<file path="src/rtl/spd_pkg.sv">
package spd_pkg;
  typedef enum logic [2:0] {
    M_IDLE,
    M_CHECK,
    M_ALIGN1,
    M_ALIGN2,
    M_RUN,
    M_COAST,
    M_BRAKE
  } spd_mode_e;
endpackage

</file>
<file path="src/rtl/spd_edge_sync.sv">
module spd_edge_sync #(
  parameter int STAGES = 2
) (
  input  logic clk_i,
  input  logic rst_ni,
  input  logic async_i,
  output logic rise_o
);
  // sh[STAGES-1] is the synchronized level, sh[STAGES] its previous value
  logic [STAGES:0] sh;

  always_ff @(posedge clk_i or negedge rst_ni) begin
    if (!rst_ni) sh <= '0;
    else         sh <= {sh[STAGES-1:0], async_i};
  end

  assign rise_o = sh[STAGES-1] & ~sh[STAGES];
endmodule

</file>
<file path="src/rtl/spd_clk_wdog.sv">
module spd_clk_wdog #(
  parameter int WD_W = 16
) (
  input  logic clk_i,
  input  logic rst_ni,
  input  logic tick_i,
  output logic ok_o
);
  logic [WD_W-1:0] cnt_q;

  // starts saturated: reference counts as missing until its first edge
  always_ff @(posedge clk_i or negedge rst_ni) begin
    if (!rst_ni)      cnt_q <= '1;
    else if (tick_i)  cnt_q <= '0;
    else if (~&cnt_q) cnt_q <= cnt_q + 1'b1;
  end

  assign ok_o = ~&cnt_q;
endmodule

</file>
<file path="src/rtl/spd_align_timer.sv">
module spd_align_timer #(
  parameter int A1_TICKS = 64,
  parameter int A2_TICKS = 192
) (
  input  logic clk_i,
  input  logic rst_ni,
  input  logic clr_i,
  input  logic tick_i,
  input  logic sel_i,
  output logic done_o
);
  localparam int AMAX = (A1_TICKS > A2_TICKS) ? A1_TICKS : A2_TICKS;
  localparam int AW   = $clog2(AMAX + 1);

  logic [AW-1:0] cnt_q, tgt;

  assign tgt    = sel_i ? AW'(A2_TICKS - 1) : AW'(A1_TICKS - 1);
  assign done_o = tick_i && (cnt_q == tgt);

  always_ff @(posedge clk_i or negedge rst_ni) begin
    if (!rst_ni)               cnt_q <= '0;
    else if (clr_i || done_o)  cnt_q <= '0;
    else if (tick_i)           cnt_q <= cnt_q + 1'b1;
  end
endmodule

</file>
<file path="src/rtl/spd_startup_ctrl.sv">
module spd_startup_ctrl
  import spd_pkg::*;
#(
  parameter int A1_TICKS = 64,
  parameter int A2_TICKS = 192,
  parameter int WD_W     = 16,
  parameter int CHK_CYC  = 4096,
  parameter int BRK_DLY  = 100000,
  parameter int SYNC_STG = 2
) (
  input  logic clk_i,
  input  logic rst_ni,
  input  logic out_en_i,
  input  logic run_i,
  input  logic align_clk_i,
  input  logic seq_inc_i,
  input  logic zc_i,
  output logic drv_en_o,
  output logic brake_o,
  output logic seq_home_o,
  output logic inc_o,
  output logic inc2_o,
  output logic tmr_hold_o,
  output logic ld_min_o,
  output logic ld_period_o
);
  localparam int CMAX = (CHK_CYC > BRK_DLY) ? CHK_CYC : BRK_DLY;
  localparam int CW   = $clog2(CMAX + 1);

  spd_mode_e mode_q, mode_n;
  logic [CW-1:0] cnt_q, cnt_n;
  logic seq_q, seq_rise;
  logic a_tick, clk_ok, a_done, in_align;
  logic inc_n, inc2_n, ldm_n, ldp_n;
  logic inc_q, inc2_q, ldm_q, ldp_q;

  spd_edge_sync #(.STAGES(SYNC_STG)) u_sync (
    .clk_i(clk_i), .rst_ni(rst_ni), .async_i(align_clk_i), .rise_o(a_tick)
  );

  spd_clk_wdog #(.WD_W(WD_W)) u_wdog (
    .clk_i(clk_i), .rst_ni(rst_ni), .tick_i(a_tick), .ok_o(clk_ok)
  );

  assign in_align = (mode_q == M_ALIGN1) || (mode_q == M_ALIGN2);

  spd_align_timer #(.A1_TICKS(A1_TICKS), .A2_TICKS(A2_TICKS)) u_atmr (
    .clk_i(clk_i), .rst_ni(rst_ni), .clr_i(!in_align), .tick_i(a_tick),
    .sel_i(mode_q == M_ALIGN2), .done_o(a_done)
  );

  assign seq_rise = seq_inc_i & ~seq_q;

  always_comb begin
    mode_n = mode_q;
    cnt_n  = cnt_q;
    inc_n  = 1'b0;
    inc2_n = 1'b0;
    ldm_n  = 1'b0;
    ldp_n  = 1'b0;
    if (!run_i) begin
      // run low wins over every other event in the cycle
      if (mode_q == M_COAST) begin
        if (cnt_q == CW'(BRK_DLY - 1)) mode_n = M_BRAKE;
        else                           cnt_n  = cnt_q + 1'b1;
      end else if (mode_q != M_BRAKE) begin
        mode_n = M_COAST;
        cnt_n  = '0;
      end
    end else begin
      unique case (mode_q)
        M_COAST, M_BRAKE: mode_n = M_IDLE;
        M_IDLE: if (out_en_i && clk_ok) begin
          mode_n = M_CHECK;
          cnt_n  = '0;
        end
        M_CHECK: begin
          if (!out_en_i) mode_n = M_IDLE;
          else if (zc_i) begin
            mode_n = M_RUN;       // still spinning: re-lock
            ldm_n  = 1'b1;
          end else if (cnt_q == CW'(CHK_CYC - 1)) begin
            mode_n = clk_ok ? M_ALIGN1 : M_IDLE;
            inc_n  = clk_ok;
          end else cnt_n = cnt_q + 1'b1;
        end
        M_ALIGN1: begin
          if (!out_en_i || !clk_ok) mode_n = M_IDLE;
          else if (a_done) begin
            mode_n = M_ALIGN2;
            inc2_n = 1'b1;
            ldm_n  = 1'b1;
          end
        end
        M_ALIGN2: begin
          if (!out_en_i || !clk_ok) mode_n = M_IDLE;
          else if (a_done) begin
            mode_n = M_RUN;
            inc2_n = 1'b1;
          end
        end
        M_RUN: begin
          if (!out_en_i) mode_n = M_IDLE;
          else begin
            inc_n = seq_rise || (zc_i && !seq_inc_i);
            ldp_n = zc_i && !seq_inc_i;
          end
        end
        default: mode_n = M_IDLE;
      endcase
    end
  end

  always_ff @(posedge clk_i or negedge rst_ni) begin
    if (!rst_ni) begin
      mode_q <= M_IDLE;
      cnt_q  <= '0;
      seq_q  <= 1'b0;
      inc_q  <= 1'b0;
      inc2_q <= 1'b0;
      ldm_q  <= 1'b0;
      ldp_q  <= 1'b0;
    end else begin
      mode_q <= mode_n;
      cnt_q  <= cnt_n;
      seq_q  <= seq_inc_i;
      inc_q  <= inc_n;
      inc2_q <= inc2_n;
      ldm_q  <= ldm_n;
      ldp_q  <= ldp_n;
    end
  end

  assign drv_en_o    = out_en_i && (in_align || (mode_q == M_RUN));
  assign brake_o     = out_en_i && (mode_q == M_BRAKE);
  assign seq_home_o  = (mode_q == M_COAST) || (mode_q == M_BRAKE);
  assign tmr_hold_o  = !((mode_q == M_ALIGN2) || (mode_q == M_RUN));
  assign inc_o       = inc_q;
  assign inc2_o      = inc2_q;
  assign ld_min_o    = ldm_q;
  assign ld_period_o = ldp_q;
endmodule

</file>
<file path="config.mk">
export PLATFORM = sky130hd
export DESIGN_NAME = spd_startup_ctrl
export DESIGN_NICKNAME = d
export VERILOG_FILES = /design/src/rtl/spd_pkg.sv /design/src/rtl/spd_edge_sync.sv /design/src/rtl/spd_clk_wdog.sv /design/src/rtl/spd_align_timer.sv /design/src/rtl/spd_startup_ctrl.sv
export SDC_FILE = /design/constraint.sdc
export NUM_CORES = 1
export LEC_CHECK = 0
export ABC_AREA = 1
export BUFFER_PORTS_ARGS = -buffer_cell sky130_fd_sc_hd__buf_2
export CAP_MARGIN = 20
export CELL_PAD_IN_SITES_DETAIL_PLACEMENT = 0
export CELL_PAD_IN_SITES_GLOBAL_PLACEMENT = 2
export CORE_AREA = 2 2 98 100
export DETAILED_ROUTE_END_ITERATION = 8
export DIE_AREA = 0 0 100 102
export PLACE_DENSITY_LB_ADDON = 0.1
export REMOVE_ABC_BUFFERS = 1
export SYNTH_ARGS = -nofsm -noshare
export SYNTH_HDL_FRONTEND = slang
export SYNTH_SLANG_ARGS = --single-unit
</file>
<file path="constraint.sdc">
create_clock -name clk_i -period 3.5 [get_ports clk_i]
set_input_delay 0.7 -clock clk_i [delete_from_list [all_inputs] [get_ports clk_i]]
set_output_delay 0.7 -clock clk_i [all_outputs]
set_load 0.01 [all_outputs]
</file>
==> metrics.cfg <==
[status]
status = completed

[layout]
drive_above_1_share_pct = 12.9
layout.nets = 521
syn_to_final_growth_pct = 7.53
n_fill_cell = 1003
fin_util_pct = 40.2
multi_input_area_mm2 = 0.00181
diodes = 0
fin_area_mm2 = 0.00366
regArea_mm2 = 0.00132

[timing]
slew_viol_final = 0
post-route-period-util_pct = 67.1
min_period_ps = 2350
worst_pin_slew_ps = 675
fin_setup_tns_ps = 0
fin_ws_ps = 1150
hold_violations = 0
skew_ps = 14.4
fmax_ghz = 0.426
slew_headroom_pct = 55.0
setup_viol = 0
fin_hold_ws_ps = 360
grt_setup_unrepaired = no

[critical_path]
crit_required_ps = 2800
cp_data_arrival_time_ps = 1650
crit_path_max_incr_delay_ps = 490
cp-end-kind = output pin
slowest_stage = dfrtp_1
cp_max_fo = 7
path_cells = inv_2, nand2_1, nor2_1, inv_1, a21oi_1, buf_2
critPathLaunchType = register
critical-path-top-delay-family = flip-flops
critPathKind = register to output pin
cp.buffers_inverters = 3

[clocking]
cts_hold_buf = 0
clockBufferDepth = 2
clkLatencyLatePin_ps = 310
clk_pin_slew_ps = 110
cts_buffers = 5
post_cts_buffers = 0
root_buffer = clkbuf_8
postCtsResizedCells = 0
htreeDepth = 2
clock-sinks = 52
cts_tree = done

[detailed_routing]
detail-route-antenna-nets = 0
routed_wl_mm = 8.65
drt-wirelength-per-cell_um = 13.9
dr_total_vias = 3150
viasPerCell = 5.06
first_pass_iters = 5
drc_errors = 0
dr.first_iter.drc_count = 165

[place]
port_buffers = 14
gp_congestion = 0.820
dp_hpwl_mm = 6.28
dp_slack_ps = 1070
placed_area_mm2 = 0.00356

[pwr]
p_per_area_mw_per_mm2 = 436
vdd_drop_max_mv = 0.255
leakagePower_uw = 0.00168

[synth]
syn_inst = 498
ys_types = 38
synth_seq_cells = 52
synth_area_per_cell_um2 = 6.84
yosysWarnings = 0
seq_area_frac_synth_pct = 38.8
syn_area_mm2 = 0.00341

[grt]
grt_max_degree = 53
grt.overflow.total = 0
antenna_found_initial = 0
grt_pass1_wl_mm = 15.1
grt_pass1_vias = 2998
grt_usage_pct = 18.6

[floorplan]
die_y_um = 102
start_util_pct = 37.4
core_mm2 = 0.00911
row_count = 35
dieArea_mm2 = 0.0102
ioPinCount = 15
dieWidth_um = 100

[hold_path]
holdCritPathClass = register to register

[flow_run]
max_cap_viol_count = 0

worst register-to-register path: stages, from the launching register on:
cell      delay (ps)
dfstp_2          560
ha_1             160
nand2_1          110
nor2_4           140
nand2_4          100
nor2_2           170
nand2_1          260
nand3_1          190
o21ai_1           90
a21boi_1         160
Yosys cell counts (all sizes together):
master  number  area [µm²]
nand2      154         598
nor2        69         309
inv         56         210
nand3       45         225
dfrtp       36         901
o21ai       31         159
nand4       30         188
dfstp       16         420
a21oi       13        65.1
nor3         9        45.0
buf          6        48.8
o21bai       6        45.0
a31oi        3        18.8
clkbuf       3        11.3
ha           3        37.5
xor2         3        26.3
and2         2        12.5
and3         2        12.5
nor4         2        12.5
or2          2        12.5
a211oi       1        7.51
a21boi       1        7.51
clkinv       1        3.75
nand3b       1        7.51
o21a         1        7.51
o22ai        1        6.26
xnor2        1        8.76
report_power, final:
group	switching, µW	internal [µW]	total [µW]
registers	55.7	659	715
logic	371	125	496
clock network	221	166	388
sequential cells by signal, indices dropped and copies added (netlist names):
name	cells
inc2_o	1
mode_q	3
seq_q	1
u_sync.sh	3
ld_min_o	1
u_wdog.cnt_q	16
ld_period_o	1
u_atmr.cnt_q	8
cnt_q	17
inc_o	1
cells by family (layout without fill, tap and decap cells):
logic type,Yosys count,in the layout,share of synthesized area (%)
and+or+nand+nor,316,316,41.8
xor gates and xnor gates,4,4,1.03
DFF,52,52,38.8
AOI/OAI and AO/OA,57,57,9.29
adders and majority gates,3,3,1.10
buffers and inverters,66,80,8.04
cell type report:
| class | instances | share of cell area (%) |
|---|---|---|
| tap | 111 | 3.79 |
| sequential | 52 | 36.1 |
| clock buffer | 6 | 2.25 |
| inverter | 57 | 5.84 |
| clock inverter | 2 | 0.478 |
| timing repair buffer | 15 | 2.12 |
| multi-input combinational | 380 | 49.5 |
metrics by stage:
stage               total power [µW]  instances
floorplan                       1050        489
global placement                1230        615
detailed placement              1230        615
CTS                             1620        623
global route                    1730        623
finish                          1600        623
layer usage:
| layer | up-vias | share of wire [%] | global-route usage, % |
|---|---|---|---|
| met5 | - | 0 | 0 |
| met4 | 0 | 0.78 | 3.79 |
| met3 | 5 | 2.9 | 2.53 |
| met2 | 42 | 41 | 27.7 |
| met1 | 1442 | 55 | 28.9 |
| li1 | 1661 | - | - |
path summary, 6_finish.rpt:
check | from | to | slack (ps) | cells after the start
worst max-delay path | mode_q[0] | drv_en_o | 1150 | 6
max in group asynchronous | rst_ni | cnt_q[9] | 2550 | 2
worst min-delay path | u_sync.sh[0] | u_sync.sh[1] | 360 | 0
worst max register to register | u_wdog.cnt_q[1] | u_wdog.cnt_q[11] | 1500 | 9
min in group asynchronous | rst_ni | u_sync.sh[2] | 500 | 2
worst min register to register | u_sync.sh[0] | u_sync.sh[1] | 360 | 0
cell usage in the layout, fill, tap and decap left out, drive strengths merged, types with 2 or more instances in the layout:
master / instances
nand3: 45
or2: 2
and2: 2
nor4: 2
dfstp: 16
and3: 2
o21bai: 6
nor2: 69
clkbuf: 6
nor3: 9
xor2: 3
dfrtp: 36
nand4: 30
o21ai: 31
nand2: 154
ha: 3
a31oi: 3
inv: 58
buf: 15
a21oi: 13
Power figures use the tool's default switching activity.
